$ cat src/rtl/sdr_pkg.sv
`timescale 1ns/1ps
package sdr_pkg;

    // {cs_n, ras_n, cas_n, we_n}
    typedef enum logic [3:0] {
        CMD_LMR = 4'b0000,
        CMD_REF = 4'b0001,
        CMD_PRE = 4'b0010,
        CMD_ACT = 4'b0011,
        CMD_WR  = 4'b0100,
        CMD_RD  = 4'b0101,
        CMD_NOP = 4'b0111
    } sdr_cmd_e;

    typedef enum logic [2:0] {
        ST_POWERUP,
        ST_INIT_RF1,
        ST_INIT_RF2,
        ST_INIT_MODE,
        ST_IDLE,
        ST_ACCESS
    } sdr_state_e;

    // nanoseconds to clock cycles, rounded up
    function automatic int ns_to_cyc(input int ns, input int clk_mhz);
        return (ns * clk_mhz + 999) / 1000;
    endfunction

endpackage

$ cat src/rtl/sdr_refresh_timer.sv
`timescale 1ns/1ps
module sdr_refresh_timer #(
    parameter int LOAD = 772
) (
    input  logic clk,
    input  logic rst_n,
    input  logic ack,
    output logic due
);
    localparam int CW = $clog2(LOAD + 1);

    logic [CW-1:0] cnt;

    always_ff @(posedge clk) begin
        if (!rst_n) begin
            cnt <= CW'(LOAD - 1);
            due <= 1'b0;
        end else if (ack) begin
            cnt <= CW'(LOAD - 1);
            due <= 1'b0;
        end else if (cnt == '0) begin
            due <= 1'b1;
        end else begin
            cnt <= cnt - 1'b1;
        end
    end

    // a pending refresh is never dropped without being served
    p_due_held_r7: assert property (@(posedge clk) disable iff (!rst_n)
        (due && !ack) |=> due);

endmodule

$ cat src/rtl/sdr_read_capture.sv
`timescale 1ns/1ps
module sdr_read_capture #(
    parameter int DATA_W  = 16,
    parameter int CAS_LAT = 2
) (
    input  logic              clk,
    input  logic              rst_n,
    input  logic              issue,
    input  logic [DATA_W-1:0] dq_in,
    output logic              rd_valid,
    output logic [DATA_W-1:0] rd_data
);
    logic [CAS_LAT-1:0] pipe;

    generate
        if (CAS_LAT == 1) begin : g_lat1
            always_ff @(posedge clk) begin
                if (!rst_n) pipe <= '0;
                else        pipe <= issue;
            end
        end else begin : g_latn
            always_ff @(posedge clk) begin
                if (!rst_n) pipe <= '0;
                else        pipe <= {pipe[CAS_LAT-2:0], issue};
            end
        end
    endgenerate

    always_ff @(posedge clk) begin
        if (!rst_n) begin
            rd_valid <= 1'b0;
            rd_data  <= '0;
        end else begin
            rd_valid <= pipe[CAS_LAT-1];
            if (pipe[CAS_LAT-1]) rd_data <= dq_in;
        end
    end

    // valid lands exactly CAS latency + 1 cycles after the READ cycle
    p_latency_r8: assert property (@(posedge clk) disable iff (!rst_n)
        rd_valid |-> $past(issue, CAS_LAT + 1));
    // one pulse per read
    p_single_pulse_r8: assert property (@(posedge clk) disable iff (!rst_n)
        rd_valid |=> !rd_valid);

endmodule

$ cat src/rtl/sdram_sram_bridge.sv
`timescale 1ns/1ps
module sdram_sram_bridge
    import sdr_pkg::*;
#(
    parameter int CLK_MHZ      = 100,
    parameter int ROWS         = 8192,
    parameter int COLS         = 512,
    parameter int BANKS        = 4,
    parameter int DATA_W       = 16,
    parameter int CAS_LAT      = 2,
    parameter int T_POWERUP_NS = 200000,
    parameter int T_RCD_NS     = 15,
    parameter int T_RP_NS      = 15,
    parameter int T_RAS_NS     = 45,
    parameter int T_RFC_NS     = 66,
    parameter int T_WR_NS      = 15,
    parameter int T_REFWIN_US  = 64000,
    parameter int MRD_CYC      = 2,
    localparam int ROW_W  = $clog2(ROWS),
    localparam int COL_W  = $clog2(COLS),
    localparam int BA_W   = $clog2(BANKS),
    localparam int ADDR_W = BA_W + ROW_W + COL_W,
    localparam int A_W    = (ROW_W > 11) ? ROW_W : 11,
    localparam int DQM_W  = DATA_W / 8
) (
    input  logic              clk,
    input  logic              rst_n,
    input  logic [ADDR_W-1:0] req_addr,
    input  logic [DATA_W-1:0] req_wdata,
    input  logic              req_rd,
    input  logic              req_wr,
    output logic              busy,
    output logic [DATA_W-1:0] rd_data,
    output logic              rd_valid,
    output logic              sd_clk,
    output logic              sd_cke,
    output logic              sd_cs_n,
    output logic              sd_ras_n,
    output logic              sd_cas_n,
    output logic              sd_we_n,
    output logic [BA_W-1:0]   sd_ba,
    output logic [A_W-1:0]    sd_a,
    output logic [DQM_W-1:0]  sd_dqm,
    output logic [DATA_W-1:0] sd_dq_out,
    output logic              sd_dq_oe,
    input  logic [DATA_W-1:0] sd_dq_in
);
    localparam int INIT_C  = ns_to_cyc(T_POWERUP_NS, CLK_MHZ);
    localparam int RCD_C   = ns_to_cyc(T_RCD_NS, CLK_MHZ);
    localparam int RP_C    = ns_to_cyc(T_RP_NS, CLK_MHZ);
    localparam int RAS_C   = ns_to_cyc(T_RAS_NS, CLK_MHZ);
    localparam int RFC_C   = ns_to_cyc(T_RFC_NS, CLK_MHZ);
    localparam int WR_C    = ns_to_cyc(T_WR_NS, CLK_MHZ);
    localparam int RC_C    = RAS_C + RP_C;
    localparam int POST_RW = ((RC_C - RCD_C) > (WR_C + RP_C)) ? (RC_C - RCD_C) : (WR_C + RP_C);
    localparam int REF_WIN_C = (T_REFWIN_US * CLK_MHZ) / ROWS;
    // worst case: an access starts just before the timer fires
    localparam int REF_LOAD  = REF_WIN_C - (POST_RW + RCD_C) - 2;
    localparam int GAP_W     = $clog2(INIT_C + 1);
    localparam logic [A_W-1:0] MODE_WORD = A_W'(CAS_LAT << 4);

    sdr_state_e        st, st_n;
    logic [GAP_W-1:0]  gap, gap_n;
    sdr_cmd_e          cmd_q, cmd_n;
    logic [BA_W-1:0]   ba_q, ba_n;
    logic [A_W-1:0]    a_q, a_n;
    logic [DATA_W-1:0] dout_q, dout_n;
    logic              oe_q, oe_n;
    logic              cke_q;
    logic              ref_due, ref_ack, take;
    logic [ADDR_W-1:0] lat_addr;
    logic [DATA_W-1:0] lat_data;
    logic              lat_wr;

    assign busy = !((st == ST_IDLE) && (gap == '0) && !ref_due);

    sdr_refresh_timer #(.LOAD(REF_LOAD)) i_refresh (
        .clk   (clk),
        .rst_n (rst_n),
        .ack   (ref_ack),
        .due   (ref_due)
    );

    sdr_read_capture #(.DATA_W(DATA_W), .CAS_LAT(CAS_LAT)) i_capture (
        .clk      (clk),
        .rst_n    (rst_n),
        .issue    (cmd_q == CMD_RD),
        .dq_in    (sd_dq_in),
        .rd_valid (rd_valid),
        .rd_data  (rd_data)
    );

    // next state and next command
    always_comb begin
        st_n    = st;
        gap_n   = (gap != '0) ? gap - 1'b1 : '0;
        cmd_n   = CMD_NOP;
        ba_n    = '0;
        a_n     = '0;
        oe_n    = 1'b0;
        dout_n  = dout_q;
        ref_ack = 1'b0;
        take    = 1'b0;
        unique case (st)
            ST_POWERUP: if (gap == '0) begin
                cmd_n     = CMD_PRE;
                a_n[10]   = 1'b1;
                st_n      = ST_INIT_RF1;
                gap_n     = GAP_W'(RP_C - 1);
            end
            ST_INIT_RF1: if (gap == '0) begin
                cmd_n     = CMD_REF;
                ref_ack   = 1'b1;
                st_n      = ST_INIT_RF2;
                gap_n     = GAP_W'(RFC_C - 1);
            end
            ST_INIT_RF2: if (gap == '0) begin
                cmd_n     = CMD_REF;
                ref_ack   = 1'b1;
                st_n      = ST_INIT_MODE;
                gap_n     = GAP_W'(RFC_C - 1);
            end
            ST_INIT_MODE: if (gap == '0) begin
                cmd_n     = CMD_LMR;
                a_n       = MODE_WORD;
                st_n      = ST_IDLE;
                gap_n     = GAP_W'(MRD_CYC - 1);
            end
            ST_IDLE: if (gap == '0) begin
                if (ref_due) begin
                    cmd_n   = CMD_REF;
                    ref_ack = 1'b1;
                    gap_n   = GAP_W'(RFC_C - 1);
                end else if (req_rd || req_wr) begin
                    take    = 1'b1;
                    cmd_n   = CMD_ACT;
                    ba_n    = req_addr[ADDR_W-1 -: BA_W];
                    a_n     = A_W'(req_addr[COL_W +: ROW_W]);
                    st_n    = ST_ACCESS;
                    gap_n   = GAP_W'(RCD_C - 1);
                end
            end
            ST_ACCESS: if (gap == '0) begin
                cmd_n     = lat_wr ? CMD_WR : CMD_RD;
                ba_n      = lat_addr[ADDR_W-1 -: BA_W];
                a_n       = A_W'(lat_addr[COL_W-1:0]);
                a_n[10]   = 1'b1;
                oe_n      = lat_wr;
                dout_n    = lat_data;
                st_n      = ST_IDLE;
                gap_n     = GAP_W'(POST_RW - 1);
            end
            default: st_n = ST_POWERUP;
        endcase
    end

    // state register
    always_ff @(posedge clk) begin
        if (!rst_n) begin
            st  <= ST_POWERUP;
            gap <= GAP_W'(INIT_C - 1);
        end else begin
            st  <= st_n;
            gap <= gap_n;
        end
    end

    // registered outputs and request latch
    always_ff @(posedge clk) begin
        if (!rst_n) begin
            cmd_q    <= CMD_NOP;
            ba_q     <= '0;
            a_q      <= '0;
            oe_q     <= 1'b0;
            dout_q   <= '0;
            cke_q    <= 1'b0;
            lat_addr <= '0;
            lat_data <= '0;
            lat_wr   <= 1'b0;
        end else begin
            cmd_q  <= cmd_n;
            ba_q   <= ba_n;
            a_q    <= a_n;
            oe_q   <= oe_n;
            dout_q <= dout_n;
            cke_q  <= 1'b1;
            if (take) begin
                lat_addr <= req_addr;
                lat_data <= req_wdata;
                lat_wr   <= req_wr;
            end
        end
    end

    assign sd_clk    = ~clk;
    assign sd_cke    = cke_q;
    assign {sd_cs_n, sd_ras_n, sd_cas_n, sd_we_n} = cmd_q;
    assign sd_ba     = ba_q;
    assign sd_a      = a_q;
    assign sd_dqm    = '0;
    assign sd_dq_out = dout_q;
    assign sd_dq_oe  = oe_q;

    // checker counters: cycles since last ACTIVE / REFRESH seen on the pins
    logic [15:0] since_act, since_ref;
    logic        init_done;

    always_ff @(posedge clk) begin
        if (!rst_n) begin
            since_act <= 16'hFFFF;
            since_ref <= 16'hFFFF;
            init_done <= 1'b0;
        end else begin
            if (cmd_q == CMD_ACT)          since_act <= 16'd1;
            else if (since_act != 16'hFFFF) since_act <= since_act + 16'd1;
            if (cmd_q == CMD_REF)          since_ref <= 16'd1;
            else if (since_ref != 16'hFFFF) since_ref <= since_ref + 16'd1;
            if (cmd_q == CMD_LMR)          init_done <= 1'b1;
        end
    end

    // row-to-column delay
    p_trcd_r5: assert property (@(posedge clk) disable iff (!rst_n)
        (cmd_q == CMD_RD || cmd_q == CMD_WR) |-> since_act >= 16'(RCD_C));
    // row cycle before the next ACTIVE or REFRESH
    p_trc_r6: assert property (@(posedge clk) disable iff (!rst_n)
        (cmd_q == CMD_ACT || cmd_q == CMD_REF) |-> since_act >= 16'(RC_C));
    // quiet time after a refresh
    p_trfc_r7: assert property (@(posedge clk) disable iff (!rst_n)
        (cmd_q != CMD_NOP) |-> since_ref >= 16'(RFC_C));
    // refresh deadline
    p_refresh_window_r7: assert property (@(posedge clk) disable iff (!rst_n)
        init_done |-> since_ref <= 16'(REF_WIN_C));
    // column commands always close the row
    p_autoprecharge_r4: assert property (@(posedge clk) disable iff (!rst_n)
        (cmd_q == CMD_RD || cmd_q == CMD_WR) |-> sd_a[10]);
    // an ACTIVE only follows a strobe seen with busy low
    p_accept_r10: assert property (@(posedge clk) disable iff (!rst_n)
        (cmd_q == CMD_ACT) |-> $past(!busy && (req_rd || req_wr)));

endmodule

$ cat config.mk
export PLATFORM = sky130hd
export DESIGN_NAME = sdram_sram_bridge
export DESIGN_NICKNAME = d
export VERILOG_FILES = /design/src/rtl/sdr_pkg.sv /design/src/rtl/sdr_refresh_timer.sv /design/src/rtl/sdr_read_capture.sv /design/src/rtl/sdram_sram_bridge.sv
export SDC_FILE = /design/constraint.sdc
export NUM_CORES = 1
export LEC_CHECK = 0
export BUFFER_PORTS_ARGS = -buffer_cell sky130_fd_sc_hd__buf_2
export CAP_MARGIN = 10
export CORE_MARGIN = 3
export CORE_UTILIZATION = 25
export CTS_BUF_LIST = sky130_fd_sc_hd__clkbuf_4 sky130_fd_sc_hd__clkbuf_8
export DETAILED_ROUTE_END_ITERATION = 8
export HOLD_SLACK_MARGIN = 0.1
export PLACE_DENSITY = 0.43
export RECOVER_POWER = 50
export SYNTH_ARGS = -nofsm -noshare
export SYNTH_HDL_FRONTEND = slang
export SYNTH_HIERARCHICAL = 1
export SYNTH_SLANG_ARGS = --single-unit
$ cat constraint.sdc
create_clock -name clk -period 2.2 [get_ports clk]
set_input_delay 0.22 -clock clk [delete_from_list [all_inputs] [get_ports clk]]
set_output_delay 0.22 -clock clk [all_outputs]
set_load 0.03 [all_outputs]
==> reports/qor.txt <==
FINISH
---------------------------------------------------------------------------------
Total non-filler cell area in the finished layout                        6390 um2
Sequential cell area                                                     2240 um2
Area growth syn-to-layout                                                   38.4%
Area of the multi-input gates                                            2150 um2
Total Nets Final                                                              741
Fraction of layout instances using a drive strength above 1                 25.0%
Inserted Diodes                                                                 0
Number of fill cells                                                        1,925
Non-filler instance count after layout                                        921

CLOCK TREE
---------------------------------------------------------------------------------
TritonCTS clock tree                                                        built
Clock latency reported for the late side of the worst-skew pair           0.44 ns
CTS buffer count                                                               17
Clock slew at reported path FFs                                           0.07 ns
H-Tree Level Count                                                              4
Worst-case clock buffer depth                                                   2
Root cell of the clock tree                                              clkbuf_8

ROUTING
---------------------------------------------------------------------------------
1st-iter DRT viols                                                            181
Vias per Instance                                                            4.38
Detailed-route DRC error count                                                  0
Count of TritonRoute iterations in the first routing pass                       4
Total routed wirelength                                                   12.1 mm
Via total after detailed routing                                            4,038
DRT antenna net count                                                           0
Routed WL per cell                                                        13.1 um

POWER
---------------------------------------------------------------------------------
Maximum ir drop on the vdd rail                                          0.417 mV
Overall power of the completed layout                                     4.37 mW
Leakage power total                                                       2.28 nW
Ratio of total power to cell area                                      684 nW/um2

FLOORPLANNING
---------------------------------------------------------------------------------
Vertical extent of the die                                                 142 um
Area of the die                                                        20,100 um2
Chip width                                                                 142 um
Count of boundary I/O pins                                                    118
Core ar.                                                               18,000 um2
Initial core utilization                                                    25.6%
Number of core rows                                                            49

CRITICAL PATH
---------------------------------------------------------------------------------
Maximum fanout along the worst path                                             9
Startpoint Class                                                             flop
Worst endpoint data arrival time                                          2.44 ns
Worst setup EP type                                                          flop
Path type of the worst setup path                                         reg2reg
Required time of the critical path                                        2.57 ns

SYNTH
---------------------------------------------------------------------------------
Area share of the leading cell type in the synthesized netlist              48.6%
Gate count of the mapped netlist                                              501
Total standard cell area after synthesis                                 4610 um2
Top_reg_cell synth                                                        dfxtp_1
Synth cell count leaders                                             dfxtp_1 (112), nand2_1 (92), a21oi_1 (33), nor2_1 (32)
Warnings from Yosys                                                             6
Mean instance size in the synthesized netlist                            9.21 um2
Number of flops mapped to enable cells by yosys                                 0
Number of register bits inferred by synthesis                                 112
Top-count cell post-synth                                                 dfxtp_1
Sequential-to-total area share from yosys stat                              48.6%
Share of synthesized registers carrying an async set or reset                  0%
Number of distinct library cells after synthesis                               58
Cells taking the most area after synthesis                           dfxtp_1 (49%), nand2_1 (7.5%), mux2i_1 (4.6%)
Library cell occupying the most area in the post-synthesis netlist        dfxtp_1

PLACE
---------------------------------------------------------------------------------
Placed insts                                                                  829
Area of placed instances                                                 5400 um2
DP Wirelength                                                             8.19 mm
PortBufs                                                                      114
Routability cong.                                                           0.804

GLOBAL ROUTING
---------------------------------------------------------------------------------
Routing layer with the top usage in global route                             met2
GRT Overall Usage                                                           12.3%
Initial antenna violation count                                                 0
Maximum number of pins on one net before global-route repair                   46
Number of global-route vias before repair                                   4,144
Global Route met3 Usage                                                     4.65%
Global-route wire length before repair                                    19.8 mm
Sum of overflow across all layers after global routing                          0
Met2 routing resource usage after global routing                            20.4%
GRT met1 Usage                                                              14.6%

STA
---------------------------------------------------------------------------------
Final worst-path cycle share                                                94.4%
Worst-margin pin slew                                                     1.13 ns
Final critical-path required period                                       2.08 ns
Final count of pins violating max slew                                          0
Number of hold violations in the final report                                   0
Final setup skew                                                        0.0117 ns
Final setup vio count                                                           0
Tightest slew margin relative to the limit                                  24.4%
Max frequency                                                             481 MHz

JOB
---------------------------------------------------------------------------------
Max-cap violation count                                                         0

MIN PATH
---------------------------------------------------------------------------------
Hold Crit Class                                                            in2reg

STATUS
---------------------------------------------------------------------------------
Result of the run                                                    complete, no violations

-- what timing repair did --
item / in CTS / in global routing
pin swaps: 0 / 1
hold buffers: 56 / 0
resized for setup: 8 / 10
buffers inserted: 3 / 1
endpoints found under the hold margin: 58 / 0
endpoints found under the setup margin: 1 / 5
-- through the flow --
step                hold slack (ns)    TNS, ns  util, %  setup WS [ns]
detailed placement            0.394          0     30.0          0.149
finish                        0.135          0     35.4          0.123
global placement              0.394          0     30.0          0.200
CTS                           0.116          0     35.6         0.0205
global route                  0.133  -0.000219     35.4      -0.000219
floorplan                     0.248          0        -          0.216
-- final cells by class --
type | count | share of cell area (%)
flip-flops and latches | 112 | 35.1
inverters | 7 | 0.411
clock inverters | 13 | 2.14
well taps | 229 | 4.49
multi-input cells | 349 | 33.7
clock buffers | 21 | 4.39
repair buffers | 190 | 19.7
-- where the power goes --
part | internal (mW) | switching [mW]
sequential | 2.04 | 0.0173
combinational | 0.139 | 0.107
clock | 1.11 | 0.945
total | 3.30 | 1.07
-- state kept, by name, summed over array words and instances, names as in the netlist, 2 cells and up --
name	flops
cmd_q	3
gap	15
i_capture/pipe	2
i_capture/rd_data	16
i_refresh/cnt	10
lat_addr	11
lat_data	16
sd_a	13
sd_ba	2
sd_dq_out	16
st	3
-- cell usage in the layout (no fill, tap or decap), types with 6 or more instances in the layout --
cell and instances:
mux2i_1 21, a21oi_2 20, nor2_1 31, a22oi_1 10, nand3_1 9, buf_2 60
buf_4 14, nor2b_1 20, clkbuf_8 20, a21oi_1 33, clkbuf_1 55, dfxtp_1 110
xnor2_1 6, nand2_2 20, dlygate4sd3_1 56, nand2_1 91, o21ai_0 6
-- final timing paths --
kind	slack, ns	cells after the start	endpoint	start
setup / recovery	0.12	10	i_refresh/cnt[7]	gap[0]
hold / removal	0.14	3	sd_a[5]	req_addr[14]
setup reg to reg	0.12	10	i_refresh/cnt[7]	gap[0]
hold reg to reg	0.45	1	i_capture/pipe[1]	i_capture/pipe[0]
-- per-layer routing --
metal	wire length [um]	vias up	share of wire, %
li1	-	2047	-
met1	5420	1870	45
met2	5680	109	47
met3	815	12	6.8
met4	160	0	1.3
met5	0	-	0
-- critical path, cell delays in order (launching register included) --
cell and delay (ns):
dfxtp_2 0.35, inv_2 0.05, ha_4 0.16, nor3b_4 0.15
buf_4 0.14, buf_4 0.12, nand4_2 0.12, nor2_1 0.09
nand2b_4 0.19, or4_1 0.51, o21ai_1 0.12
-- cells by family after synthesis --
family	count (synthesis)	share of synthesized area, %
other	1	0.0813
buffers and inverters	42	6.05
flip-flops	112	48.6
adder cells (fa/ha/maj)	2	0.542
multiplexers	23	5.04
AO/OA/AOI/OAI	94	13.6
XOR/XNOR	9	1.71
AND/OR/NAND/NOR	218	24.4
Power figures use the tool's default switching activity.
